[config.mk]
export PLATFORM = sky130hd
export DESIGN_NAME = prefetch_rd_arb
export DESIGN_NICKNAME = d
export VERILOG_FILES = /design/src/rtl/pfa_pkg.sv /design/src/rtl/pfa_fifo.sv /design/src/rtl/pfa_rd_port.sv /design/src/rtl/pfa_arb.sv /design/src/rtl/prefetch_rd_arb.sv
export SDC_FILE = /design/constraint.sdc
export NUM_CORES = 1
export LEC_CHECK = 0
export ABC_AREA = 1
export BUFFER_PORTS_ARGS = -buffer_cell sky130_fd_sc_hd__buf_4
export CORE_MARGIN = 3
export CORE_UTILIZATION = 40
export DETAILED_ROUTE_END_ITERATION = 12
export HOLD_SLACK_MARGIN = 0.02
export PLACE_DENSITY = 0.65
export SLEW_MARGIN = 20
export SYNTH_ARGS = -nofsm -noshare
export SYNTH_HDL_FRONTEND = slang
export SYNTH_HIERARCHICAL = 1
export SYNTH_SLANG_ARGS = --single-unit
export TNS_END_PERCENT = 100
[constraint.sdc]
create_clock -name clk_i -period 3.6 [get_ports clk_i]
set_input_delay 0.72 -clock clk_i [delete_from_list [all_inputs] [get_ports clk_i]]
set_output_delay 0.72 -clock clk_i [all_outputs]
set_load 0.005 [all_outputs]
[src/rtl/pfa_pkg.sv]
package pfa_pkg;
  typedef enum logic [1:0] {RD_IDLE, RD_PREP, RD_ARB, RD_DATA} rd_state_e;
endpackage

[src/rtl/pfa_fifo.sv]
module pfa_fifo #(
  parameter int DW    = 32,
  parameter int DEPTH = 19,
  localparam int CW   = $clog2(DEPTH + 1),
  localparam int PW   = $clog2(DEPTH)
) (
  input  logic          clk_i,
  input  logic          rst_ni,
  input  logic          flush_i,
  input  logic          wr_i,
  input  logic [DW-1:0] wdata_i,
  output logic          pop_valid_o,
  input  logic          pop_ready_i,
  output logic [DW-1:0] pop_data_o,
  output logic [CW-1:0] count_o
);
  logic [DW-1:0] slot_q [DEPTH];
  logic [PW-1:0] wp_q, rp_q;
  logic [CW-1:0] cnt_q;
  logic do_wr, do_pop;

  function automatic logic [PW-1:0] inc(input logic [PW-1:0] p);
    return (p == PW'(DEPTH - 1)) ? '0 : p + 1'b1;
  endfunction

  assign pop_valid_o = (cnt_q != '0);
  assign pop_data_o  = slot_q[rp_q];
  assign count_o     = cnt_q;
  assign do_wr       = wr_i & ~flush_i;
  assign do_pop      = pop_valid_o & pop_ready_i & ~flush_i;

  always_ff @(posedge clk_i or negedge rst_ni) begin
    if (!rst_ni) begin
      wp_q  <= '0;
      rp_q  <= '0;
      cnt_q <= '0;
    end else if (flush_i) begin
      wp_q  <= '0;
      rp_q  <= '0;
      cnt_q <= '0;
    end else begin
      if (do_wr) wp_q <= inc(wp_q);
      if (do_pop) rp_q <= inc(rp_q);
      cnt_q <= cnt_q + CW'(do_wr) - CW'(do_pop);
    end
  end

  always_ff @(posedge clk_i) begin
    if (do_wr) slot_q[wp_q] <= wdata_i;
  end

  assert_no_overflow_R4: assert property (@(posedge clk_i) disable iff (!rst_ni)
    do_wr |-> (cnt_q < CW'(DEPTH) || do_pop));
endmodule

[src/rtl/pfa_rd_port.sv]
module pfa_rd_port import pfa_pkg::*; #(
  parameter int AW   = 10,
  parameter int DW   = 32,
  parameter int PREP = 3,
  localparam int PCW = $clog2(PREP + 1)
) (
  input  logic          clk_i,
  input  logic          rst_ni,
  input  logic          req_i,
  input  logic [AW-1:0] addr_i,
  output logic          ready_o,
  output logic          want_o,
  output logic [AW-1:0] addr_o,
  input  logic          gnt_i,
  input  logic          rsp_i,
  input  logic [DW-1:0] rdata_i,
  output logic          valid_o,
  output logic [DW-1:0] data_o
);
  rd_state_e      st_q;
  logic [PCW-1:0] cnt_q;
  logic [AW-1:0]  addr_q;

  assign ready_o = (st_q == RD_IDLE);
  assign want_o  = (st_q == RD_ARB);
  assign addr_o  = addr_q;
  // only the granted access's own return is taken, never a held bus value
  assign valid_o = (st_q == RD_DATA) & rsp_i;
  assign data_o  = rdata_i;

  always_ff @(posedge clk_i or negedge rst_ni) begin
    if (!rst_ni) begin
      st_q   <= RD_IDLE;
      cnt_q  <= '0;
      addr_q <= '0;
    end else begin
      unique case (st_q)
        RD_IDLE: if (req_i) begin
          addr_q <= addr_i;
          cnt_q  <= PCW'(PREP - 1);
          st_q   <= RD_PREP;
        end
        RD_PREP: if (cnt_q == '0) st_q <= RD_ARB;
                 else cnt_q <= cnt_q - 1'b1;
        RD_ARB:  if (gnt_i) st_q <= RD_DATA;
        RD_DATA: if (rsp_i) st_q <= RD_IDLE;
        default: st_q <= RD_IDLE;
      endcase
    end
  end

  assert_rd_granted_R5: assert property (@(posedge clk_i) disable iff (!rst_ni)
    valid_o |-> $past(gnt_i));
endmodule

[src/rtl/pfa_arb.sv]
module pfa_arb (
  input  logic clk_i,
  input  logic rst_ni,
  input  logic fill_want_i,
  input  logic rd_want_i,
  output logic gnt_fill_o,
  output logic gnt_rd_o,
  output logic rsp_fill_o,
  output logic rsp_rd_o
);
  // fill side has fixed priority
  assign gnt_fill_o = fill_want_i;
  assign gnt_rd_o   = rd_want_i & ~fill_want_i;

  always_ff @(posedge clk_i or negedge rst_ni) begin
    if (!rst_ni) begin
      rsp_fill_o <= 1'b0;
      rsp_rd_o   <= 1'b0;
    end else begin
      rsp_fill_o <= gnt_fill_o;
      rsp_rd_o   <= gnt_rd_o;
    end
  end
endmodule

[src/rtl/prefetch_rd_arb.sv]
module prefetch_rd_arb #(
  parameter int AW    = 10,
  parameter int DW    = 32,
  parameter int DEPTH = 19,
  parameter int PREP  = 3
) (
  input  logic          clk_i,
  input  logic          rst_ni,
  input  logic          start_i,
  input  logic [31:0]   start_arg_i,
  output logic          start_busy_o,
  output logic          pop_valid_o,
  input  logic          pop_ready_i,
  output logic [DW-1:0] pop_data_o,
  input  logic          rd_req_i,
  input  logic [AW-1:0] rd_addr_i,
  output logic          rd_ready_o,
  output logic          rd_valid_o,
  output logic [DW-1:0] rd_data_o,
  output logic          mem_req_o,
  output logic [AW-1:0] mem_addr_o,
  input  logic [DW-1:0] mem_rdata_i
);
  localparam int CW = $clog2(DEPTH + 1);

  logic          fill_en_q, nw_pend_q, blk_q;
  logic [AW-1:0] fill_addr_q, rd_addr;
  logic [CW-1:0] count;
  logic [CW:0]   occ;
  logic          fill_want, rd_want, gnt_fill, gnt_rd, rsp_fill, rsp_rd, pop_fire;
  logic          arg_unused;

  assign arg_unused = ^start_arg_i[30:AW];
  assign pop_fire   = pop_valid_o & pop_ready_i;
  assign occ        = {1'b0, count} + (CW+1)'(rsp_fill);
  // slot freed by a pop this cycle may be refetched now
  assign fill_want  = fill_en_q & ~start_i & (occ < (CW+1)'(DEPTH) + (CW+1)'(pop_fire));

  assign mem_req_o    = gnt_fill | gnt_rd;
  assign mem_addr_o   = gnt_fill ? fill_addr_q : rd_addr;
  assign start_busy_o = nw_pend_q | (blk_q & (count != CW'(DEPTH)));

  always_ff @(posedge clk_i or negedge rst_ni) begin
    if (!rst_ni) begin
      fill_en_q   <= 1'b0;
      nw_pend_q   <= 1'b0;
      blk_q       <= 1'b0;
      fill_addr_q <= '0;
    end else if (start_i) begin
      fill_en_q   <= 1'b1;
      fill_addr_q <= start_arg_i[AW-1:0];
      nw_pend_q   <= start_arg_i[31];
      blk_q       <= ~start_arg_i[31];
    end else begin
      nw_pend_q <= 1'b0;
      if (gnt_fill) fill_addr_q <= fill_addr_q + 1'b1;
      if (blk_q && count == CW'(DEPTH)) blk_q <= 1'b0;
    end
  end

  pfa_arb u_arb (
    .clk_i, .rst_ni,
    .fill_want_i(fill_want), .rd_want_i(rd_want),
    .gnt_fill_o(gnt_fill), .gnt_rd_o(gnt_rd),
    .rsp_fill_o(rsp_fill), .rsp_rd_o(rsp_rd)
  );

  pfa_fifo #(.DW(DW), .DEPTH(DEPTH)) u_fifo (
    .clk_i, .rst_ni,
    .flush_i(start_i), .wr_i(rsp_fill), .wdata_i(mem_rdata_i),
    .pop_valid_o, .pop_ready_i, .pop_data_o, .count_o(count)
  );

  pfa_rd_port #(.AW(AW), .DW(DW), .PREP(PREP)) u_rd (
    .clk_i, .rst_ni,
    .req_i(rd_req_i), .addr_i(rd_addr_i), .ready_o(rd_ready_o),
    .want_o(rd_want), .addr_o(rd_addr), .gnt_i(gnt_rd), .rsp_i(rsp_rd),
    .rdata_i(mem_rdata_i), .valid_o(rd_valid_o), .data_o(rd_data_o)
  );

  assert_nowait_release_R2: assert property (@(posedge clk_i) disable iff (!rst_ni)
    (start_i && start_arg_i[31]) |=> start_busy_o);
  assert_blocking_full_R3: assert property (@(posedge clk_i) disable iff (!rst_ni)
    ($fell(start_busy_o) && !$past(nw_pend_q)) |-> (count == CW'(DEPTH)));
  assert_flush_R8: assert property (@(posedge clk_i) disable iff (!rst_ni)
    start_i |=> !pop_valid_o);
  assert_fill_first_R7: assert property (@(posedge clk_i) disable iff (!rst_ni)
    (fill_want && rd_want) |-> (mem_addr_o == fill_addr_q));
endmodule

# ---- Word-level counts from Yosys, hierarchy flattened
# Memories as Yosys holds them, arrays and structs flattened.
# Cells that the tools add are included.
dict set report totals {
  out_inout_bits 79
  ram_bits 608
  input_bits 79
  ff_bits 44
  wordCells 82
  n_memories 1
}
dict set report op_classes {
  magnitude_cmp 1
  bitwise 13
  n_mux 23
  n_eq_ne 12
  n_addsub 8
  n_reduce_logical 12
}
# memory depth width rd rd_ports_with_merged_regs wr line_no
set memory_table {}
lappend memory_table {u_fifo.slot_q 19 32 1 0 1 pfa_fifo.sv:17} ;# logic [DW-1:0] slot_q [DEPTH];
# operator count
set op_table {}
lappend op_table {{$mux 5} 7}
lappend op_table {{$mux 10} 3}
lappend op_table {{$eq 5x5->1 const B} 3}
lappend op_table {{$mux 2} 6}
lappend op_table {{$add 10x1->10 const B} 1}
lappend op_table {{$add 5x1->5 const B} 2}
lappend op_table {{$reduce_bool 2->1} 5}
lappend op_table {{$and 1x1->1} 8}
lappend op_table {{$ne 2x2->1 const B} 4}
lappend op_table {{$pmux 2 s4} 1}
lappend op_table {{$add 5x1->6} 1}
lappend op_table {{$add 5x1->6 const A} 1}
lappend op_table {{$lt 6x6->1} 1}
lappend op_table {{$add 5x1->5} 1}
lappend op_table {{$mux 1} 5}
lappend op_table {{$ne 5x5->1 const B} 1}
lappend op_table {{$reduce_bool 5->1} 1}
lappend op_table {{$sub 5x1->5} 1}
lappend op_table {{$eq 2x2->1 const B} 2}
lappend op_table {{$logic_not 2->1} 2}
lappend op_table {{$pmux 2 s2} 1}
lappend op_table {{$reduce_and 4->1} 1}
lappend op_table {{$not 1->1} 3}
lappend op_table {{$reduce_and 3->1} 1}
lappend op_table {{6 further kinds} 7}

# ---- Logic depth before layout (Yosys ltp)
# Gate-level depths: netlist of run 1.
dict set report logic_depth {
  ltp_word 9
  mapped_depth 18
  depth_no_buf 18
}

# ---- Hierarchy
# The synthesis of run 1 kept the hierarchy.
# module area_each_um2 instances cells_per_inst seq_area_each_um2
set by_module_without_submodules {}
lappend by_module_without_submodules {pfa_fifo 26764.4 1 2498 18632.9}
lappend by_module_without_submodules {prefetch_rd_arb 1002.2 1 148 325.3}
lappend by_module_without_submodules {pfa_rd_port 948.4 1 120 350.3}
lappend by_module_without_submodules {pfa_arb 67.6 1 5 50.0}

# ---- Least setup slack after synthesis of run 1
# Ideal clock, no wire load.
dict set report synth_path {
  path_type {input-to-reg}
  start {input start_i}
  end {memory u_fifo.slot_q[16][0], enable pin}
  path_stages 4
  setup_time_ps 421
  required_time_ps 3179
  t_arrival_ps 2744
  path_slack_ps 435
  n_path_buf 1
  cell_sequence {clkbuf_1 -> nor2_1 -> nand2_1 -> nor2_1}
}
dict set report synth_between {
  elab_chain_len 4
}
# element line_no
set synth_rtl {}
lappend synth_rtl {{start, declared} prefetch_rd_arb.sv:9} ;# input logic start_i,
lappend synth_rtl {{$not 1->1} pfa_fifo.sv:29} ;# assign do_wr = wr_i & ~flush_i;
lappend synth_rtl {{$and 1x1->1} pfa_fifo.sv:29}
lappend synth_rtl {{$mux 1} pfa_fifo.sv:49} ;# if (do_wr) slot_q[wp_q] <= wdata_i;
lappend synth_rtl {{$mux 1 (implied by the code)} pfa_fifo.sv:49}
lappend synth_rtl {{end, declared} pfa_fifo.sv:17}
# Every way passes these cells.

# ---- Worst setup path in the final report of run 1
dict set report layout_path {
  start {register u_fifo.cnt_q[0] (netlist: u_fifo/count_o[0])}
  end {output mem_req_o}
}
dict set report layout_between {
  elab_chain_len 8
  word_cells_on_any_way 9
  cone_classes {2 x add/sub; 1 x order compare; 5 x bitwise; 1 x reduce/logical}
}
# element line_no
set layout_rtl {}
lappend layout_rtl {{start, declared} pfa_fifo.sv:19} ;# logic [CW-1:0] cnt_q;
lappend layout_rtl {{start signal, assigned} pfa_fifo.sv:44} ;# cnt_q <= cnt_q + CW'(do_wr) - CW'(do_pop);
lappend layout_rtl {{$reduce_bool 5->1} pfa_fifo.sv:26} ;# assign pop_valid_o = (cnt_q != '0);
lappend layout_rtl {{$and 1x1->1} prefetch_rd_arb.sv:34} ;# assign pop_fire = pop_valid_o & pop_ready_i;
lappend layout_rtl {{$add 5x1->6} prefetch_rd_arb.sv:37} ;# assign fill_want = fill_en_q & ~start_i & (occ < (CW+1)'(DEPTH) + (CW+1)'(pop_fire));
lappend layout_rtl {{$lt 6x6->1 *} prefetch_rd_arb.sv:37}
lappend layout_rtl {{$and 1x1->1 *} prefetch_rd_arb.sv:37}
lappend layout_rtl {{named net fill_want} prefetch_rd_arb.sv:30} ;# logic fill_want, rd_want, gnt_fill, gnt_rd, rsp_fill, rsp_rd, pop_fire;
lappend layout_rtl {{$not 1->1 *} pfa_arb.sv:13} ;# assign gnt_rd_o = rd_want_i & ~fill_want_i;
lappend layout_rtl {{$and 1x1->1 *} pfa_arb.sv:13}
lappend layout_rtl {{named net gnt_rd} prefetch_rd_arb.sv:30}
lappend layout_rtl {{$or 1x1->1 *} prefetch_rd_arb.sv:39} ;# assign mem_req_o = gnt_fill | gnt_rd;
lappend layout_rtl {{end, declared} prefetch_rd_arb.sv:20} ;# output logic mem_req_o,
# Mark *: on every way through the listed nets, which the timed path passes. The rest lies on a longest branch.

==> flow_summary.toml, run 1 <==
[run_status]
outcome = "completed"

[logic_synthesis]
netlist_instances = 2771
syn_area_per_cell_sq_um = 10.39
yosys_register_bits = 652
ys_seq_area_share_pct = 67.26
ys_types = 32
netlist_area_sq_um = 28780
synth_warnings = 6
synthesis.nets = 2874

[critical_path]
crit_chain = "ha_2, ha_1, ha_1, nand2_1, nand2_1, nand2_1, nand2_1, a21oi_2, buf_6, nor2_2, or2_2, buf_4"
critical_path.top_delay_family = "adder cells"
rr_endpoint = "u_fifo/count_o[4]$_DFF_PN0_"
r2r_slack_ns = 1.12
rr_startpoint = "u_fifo/count_o[1]$_DFF_PN0_"
cp-end-kind = "primary output"
critPathKind = "reg2out"
reg2regPathDepth = 14
cpMostUsedCell = "nand2_1"
cp.arrival_ns = 2.73
cp_max_fo = 4
startpoint = "u_fifo/count_o[0]$_DFF_PN0_"
critical_path_buf_inv_count = 2
cp_num_cells = 12
critPathRequiredTime_ns = 2.88
slowest_stage = "dfrtp_1"
max_stage_delay_ns = 0.43
start_kind = "register"

[route]
antenna_left = 0
vias_per_cell = 4.940
drcViolationCount = 0
totalWireLength_um = 68370
drtIter0Drc = 1350
wl_per_cell_um = 17.63
drtPass1Iterations = 5
vias = 19160

[cts]
cts_max_level = 3
clockBufferDepth = 3
cts_root_buf = "clkbuf_16"
clk_latency_ns = 0.62
path_clk_slew_ns = 0.06
hold_buffers = 0
cts_tree = "yes"
cts_sinks = 652
cts_buffers = 71

[finish]
drive_gt1_share_pct = 12.01
fin_nets = 2986
n_antenna_cell = 0
nFillCells = 6350
layout.cells.non_filler = 3878
synthToLayoutAreaGrowth_pct = 15.15

[sta]
setup_violations = 0
final-hold-violation-count = 0
slew_headroom_pct = 49.13
tns_ns = 0
drv_slew = 0
worstMarginPinSlew_ns = 0.7631
post-route-min-period_ns = 3.450
finalCritPeriodShare_pct = 95.84
max_freq_ghz = 0.2898
fin_skew_ns = 0.02399

[global_route]
grt_pass1_vias = 18570
grt_use_total_pct = 18.30
antenna_found_initial = 0
grt_pass1_wl_um = 105600
grt_overflow = 0
grt_max_degree = 159

[placed_design]
gp_congestion = 0.7574
place_inst = 3745
hpwl_um = 37170
portBuffers = 136

[pwr]
peakVddDrop_mv = 0.3798
power_density_nw_per_um2 = 610.7
leakagePower_nw = 14.05

[floorplanning]
core-area_sq_um = 70640
die_h_um = 274.2
dieWidth_um = 274.2
initial_utilization_pct = 40.75
die_area_sq_um = 75210
io_pins = 158
placementRows = 97

[worst_hold_path]
hold_path.class = "in2async"

[run]
maxCapViolations = 0
-- how the worst max path moves through the flow --
stage / slack (ns) / endpoint
final: 0.15 / mem_req_o
after global routing: -0.008 / mem_req_o
after CTS: 0.03 / mem_req_o
after detailed placement: 0.54 / mem_addr_o[8]
after global placement: 0.55 / mem_addr_o[9]
after floorplan: 0.44 / u_fifo/slot_q[16][0]$_DFFE_PP_
-- worst reg2reg max path, stage by stage (launching register included) --
cell	delay [ns]
dfrtp_1	0.47
inv_1	0.14
nand3_4	0.12
nand2_1	0.08
nor2_1	0.18
ha_1	0.26
inv_1	0.05
ha_1	0.16
inv_1	0.06
fa_1	0.39
inv_1	0.08
a21oi_1	0.06
nor2_1	0.12
nor3_1	0.06
nor3_1	0.16
-- registers in the layout (all words and copies together), names as in the netlist --
name / cells
u_fifo/slot_q: 608
fill_addr_q: 10
u_rd/addr_o: 10
u_fifo/count_o: 5
u_fifo/rp_q: 5
u_fifo/wp_q: 5
u_rd/cnt_q: 2
u_rd/st_q: 2
blk_q: 1
fill_en_q: 1
nw_pend_q: 1
u_arb/rsp_fill_o: 1
u_arb/rsp_rd_o: 1
-- kinds of logic (layout without fill, tap and decap cells) --
| group | Yosys count | in the layout | synth area share, % |
|---|---|---|---|
| compound gates | 72 | 72 | 1.634 |
| xor+xnor | 14 | 14 | 0.4260 |
| fa+ha+maj | 24 | 24 | 1.069 |
| buf+inv | 604 | 771 | 9.164 |
| flops | 652 | 652 | 67.26 |
| simple gates | 1405 | 1405 | 20.45 |
-- report_power, final --
part / total (mW) / switching (mW) / internal (mW)
combinational: 4.59 / 2.97 / 1.62
clock: 7.02 / 2.93 / 4.08
sequential: 8.63 / 0.144 / 8.49
-- Yosys cell counts (all sizes together) --
cell      n  area, sq um
o22ai     7        43.79
fa        1        20.02
o21a      1        7.510
nand3   450         2262
o211ai   32        240.2
a22oi     7        52.55
a31oi     1        6.260
xor2     11        96.34
buf     144        910.9
nor3      3        15.01
clkinv    1        3.750
edfxtp  608        18260
ha       23        287.8
nand2   912         3428
nand4     2        12.51
clkbuf   24        90.09
a21oi     5        25.02
or2       2        12.51
nor2     36        155.2
o21ai    19        95.09
xnor2     3        26.28
inv     435         1633
dfrtp    44         1101
-- cell usage in the layout (no fill, tap or decap), drive strengths merged --
cell / n
xnor2: 3
buf: 207
fa: 1
o21a: 1
clkbuf: 91
nand4: 2
clkinvlp: 3
bufinv: 4
dfrtp: 44
edfxtp: 608
nand2: 912
nor3: 3
clkinv: 27
nor2: 36
ha: 23
o21ai: 19
a31oi: 1
a22oi: 7
a21oi: 5
xor2: 11
o211ai: 32
or2: 2
nand3: 450
inv: 439
o22ai: 7
-- routing by layer --
metal | wire (um) | part of all wire [%] | global-route usage, % | vias to the layer above
li1 | - | - | - | 9240
met1 | 28720 | 42 | 23.60 | 9199
met2 | 33270 | 49 | 31.21 | 598
met3 | 4718 | 6.9 | 3.833 | 119
met4 | 1658 | 2.4 | 5.239 | 0
met5 | 0 | 0 | 0 | -
-- stage by stage --
step	area [sq um]	hold slack, ns	worst slack (ns)	power (mW)	utilization, %
after floorplan	28780	0.4244	0.4354	11.84	-
after global placement	30820	0.4543	0.5500	13.27	43.63
after detailed placement	30820	0.4583	0.5425	13.32	43.63
after CTS	33090	0.1220	0.03301	20.37	46.85
after global routing	33140	0.1570	-0.008231	21.37	46.92
final	33140	0.1274	0.1497	20.24	46.92
-- final cells by class --
type	instances	area, sq um	area share, %
timing repair buffer	207	1733	5.229
multi-input combinational	1515	6955	20.99
clock buffer	91	1916	5.780
tap	940	1176	3.549
sequential	652	19370	58.45
inverter	436	1652	4.983
clock inverter	37	337.8	1.019
-- repair_timing --
| item | 4_1_cts | 5_1_grt |
|---|---|---|
| pin swaps | 1 | 1 |
| setup endpoints to repair | 11 | 11 |
| resized for setup | 4 | 13 |
| buffers inserted | 2 | 3 |
Power figures use the tool's default switching activity.
==> run 2, diff against run 1 <==
--- a/config.mk
+++ b/config.mk
@@ -7,9 +7,10 @@
 export LEC_CHECK = 0
 export ABC_AREA = 1
 export BUFFER_PORTS_ARGS = -buffer_cell sky130_fd_sc_hd__buf_4
-export CORE_MARGIN = 3
+export CORE_MARGIN = 2
 export CORE_UTILIZATION = 40
 export DETAILED_ROUTE_END_ITERATION = 12
+export GPL_TIMING_DRIVEN = 0
 export HOLD_SLACK_MARGIN = 0.02
 export PLACE_DENSITY = 0.65
 export SLEW_MARGIN = 20
==> flow_summary.toml, run 2 (same netlist as run 1, synthesis figures left out) <==
[run_status]
outcome = "completed"

[sta]
setup_ws_ns = 0.04751
drv_slew = 0
post-route-min-period_ns = 3.552
finalCritPeriodShare_pct = 98.68
final-hold-violation-count = 0
tns_ns = 0
worstMarginPinSlew_ns = 0.9936
slew_headroom_pct = 33.76
max_freq_ghz = 0.2815
fin_skew_ns = 0.01843
setup_violations = 0

[pwr]
leakagePower_nw = 14.49
power_density_nw_per_um2 = 614.1
peakVddDrop_mv = 0.4836

[placed_design]
portBuffers = 136
pre_cts_slack_ns = 0.08529
place_inst = 3879
hpwl_um = 52080
gp_congestion = 0.8384

[critical_path]
cpMostUsedCell = "nand2_1"
critical_path.top_delay_family = "buffers and inverters"
cp_max_fo = 10
max_stage_delay_ns = 0.37
crit_chain = "clkbuf_1, inv_1, buf_2, buf_2, nand3_1, nand3_1, nand2_1, nand2_1, nand2_1, buf_4"
start_kind = "register"
cp.arrival_ns = 2.83
critical_path_buf_inv_count = 5
slowest_stage = "buf_2"
critPathKind = "reg2out"
critPathRequiredTime_ns = 2.88
cp-end-kind = "primary output"

[floorplanning]
initial_utilization_pct = 40.33
dieWidth_um = 272.2
die_area_sq_um = 74120
io_pins = 158
placementRows = 98
die_h_um = 272.2
core-area_sq_um = 71360

[finish]
largest_register = "u_fifo/slot_q"
n_antenna_cell = 0
layout_common_cells = "908 x nand2_1, 608 x edfxtp_1, 447 x nand3_1"
layout.cells.non_filler = 4010
largest_reg_flops = 608
mostFrequentLayoutCell = "nand2_1"
synthToLayoutAreaGrowth_pct = 17.96
final_util_pct = 47.58
fin_nets = 3111
drive_gt1_share_pct = 14.51
nFillCells = 6451

[route]
wl_per_cell_um = 19.56
vias = 20280
totalWireLength_um = 78450
vias_per_cell = 5.057
antenna_left = 0
drcViolationCount = 0
drtIter0Drc = 2263
drtPass1Iterations = 6

[cts]
path_clk_slew_ns = 0.06
cts_tree = "yes"
cts_sinks = 652
clockBufferDepth = 3
cts_root_buf = "clkbuf_16"
cts_buffers = 68
clk_latency_ns = 0.61
cts_max_level = 3
hold_buffers = 0

[global_route]
grt_pass1_vias = 19220
grt_use_total_pct = 21.02
grt_overflow = 0
grt_pass1_wl_um = 116000
antenna_found_initial = 1
grt_max_degree = 45

[worst_hold_path]
hold_path.class = "in2async"

[run]
maxCapViolations = 0
[run 2: area by class of cell]
cell class	count	area, sq um	area share, %
well taps	950	1189	3.501
plain buffers	166	1006	2.963
clock inverters	36	302.8	0.8918
flip-flops and latches	652	19360	57.02
repair buffers	169	1672	4.923
clock buffers	86	1812	5.336
multi-input cells	1515	6972	20.53
inverters	436	1639	4.828
[run 2: repair_timing]
action / 4_1_cts / 5_1_grt
gates cloned: 0 / 1
gates resized for setup: 12 / 17
setup buffers: 5 / 5
pin swaps: 3 / 4
endpoints found under the setup margin: 11 / 27
[run 2: path summary, 6_finish.rpt]
kind	start	end	slack [ns]	cells after the start
min in group clk_i	start_arg_i[1]	fill_addr_q[1]$_DFFE_PN0P_	0.34	3
worst min-delay path	rst_ni	u_fifo/rp_q[4]$_DFFE_PN0P_	0.13	1
worst min register to register	u_rd/addr_o[1]$_DFFE_PN0P_	u_rd/addr_o[1]$_DFFE_PN0P_	0.47	2
worst max-delay path	u_fifo/rp_q[2]$_DFFE_PN0P_	pop_data_o[2]	0.05	10
max in group asynchronous	rst_ni	u_fifo/count_o[3]$_DFF_PN0_	3.01	1
worst max register to register	u_fifo/count_o[2]$_DFF_PN0_	u_fifo/count_o[4]$_DFF_PN0_	0.79	16
[run 2: where the power goes]
part	switching [mW]	internal, mW
registers	0.133	8.48
clock network	2.87	3.87
logic	3.66	1.84
total	6.66	14.2
[run 2: stage by stage]
step / hold WS (ns) / instance area (sq um) / power, mW
finish: 0.1310 / 33950 / 20.85
global route: 0.1668 / 33950 / 21.78
CTS: 0.1259 / 33880 / 20.81
detailed placement: 0.4584 / 31700 / 14.08
global placement: 0.4543 / 30990 / 13.96
floorplan: 0.4244 / 28780 / 11.84
[run 2: metal layers]
metal  global-route usage (%)  up-vias  share of wire (%)
met3                    4.082      191                9.2
met1                    28.29     9644                 41
met5                        0        -                  0
met4                    8.820        0                3.8
li1                         -     9483                  -
met2                    33.39      962                 46
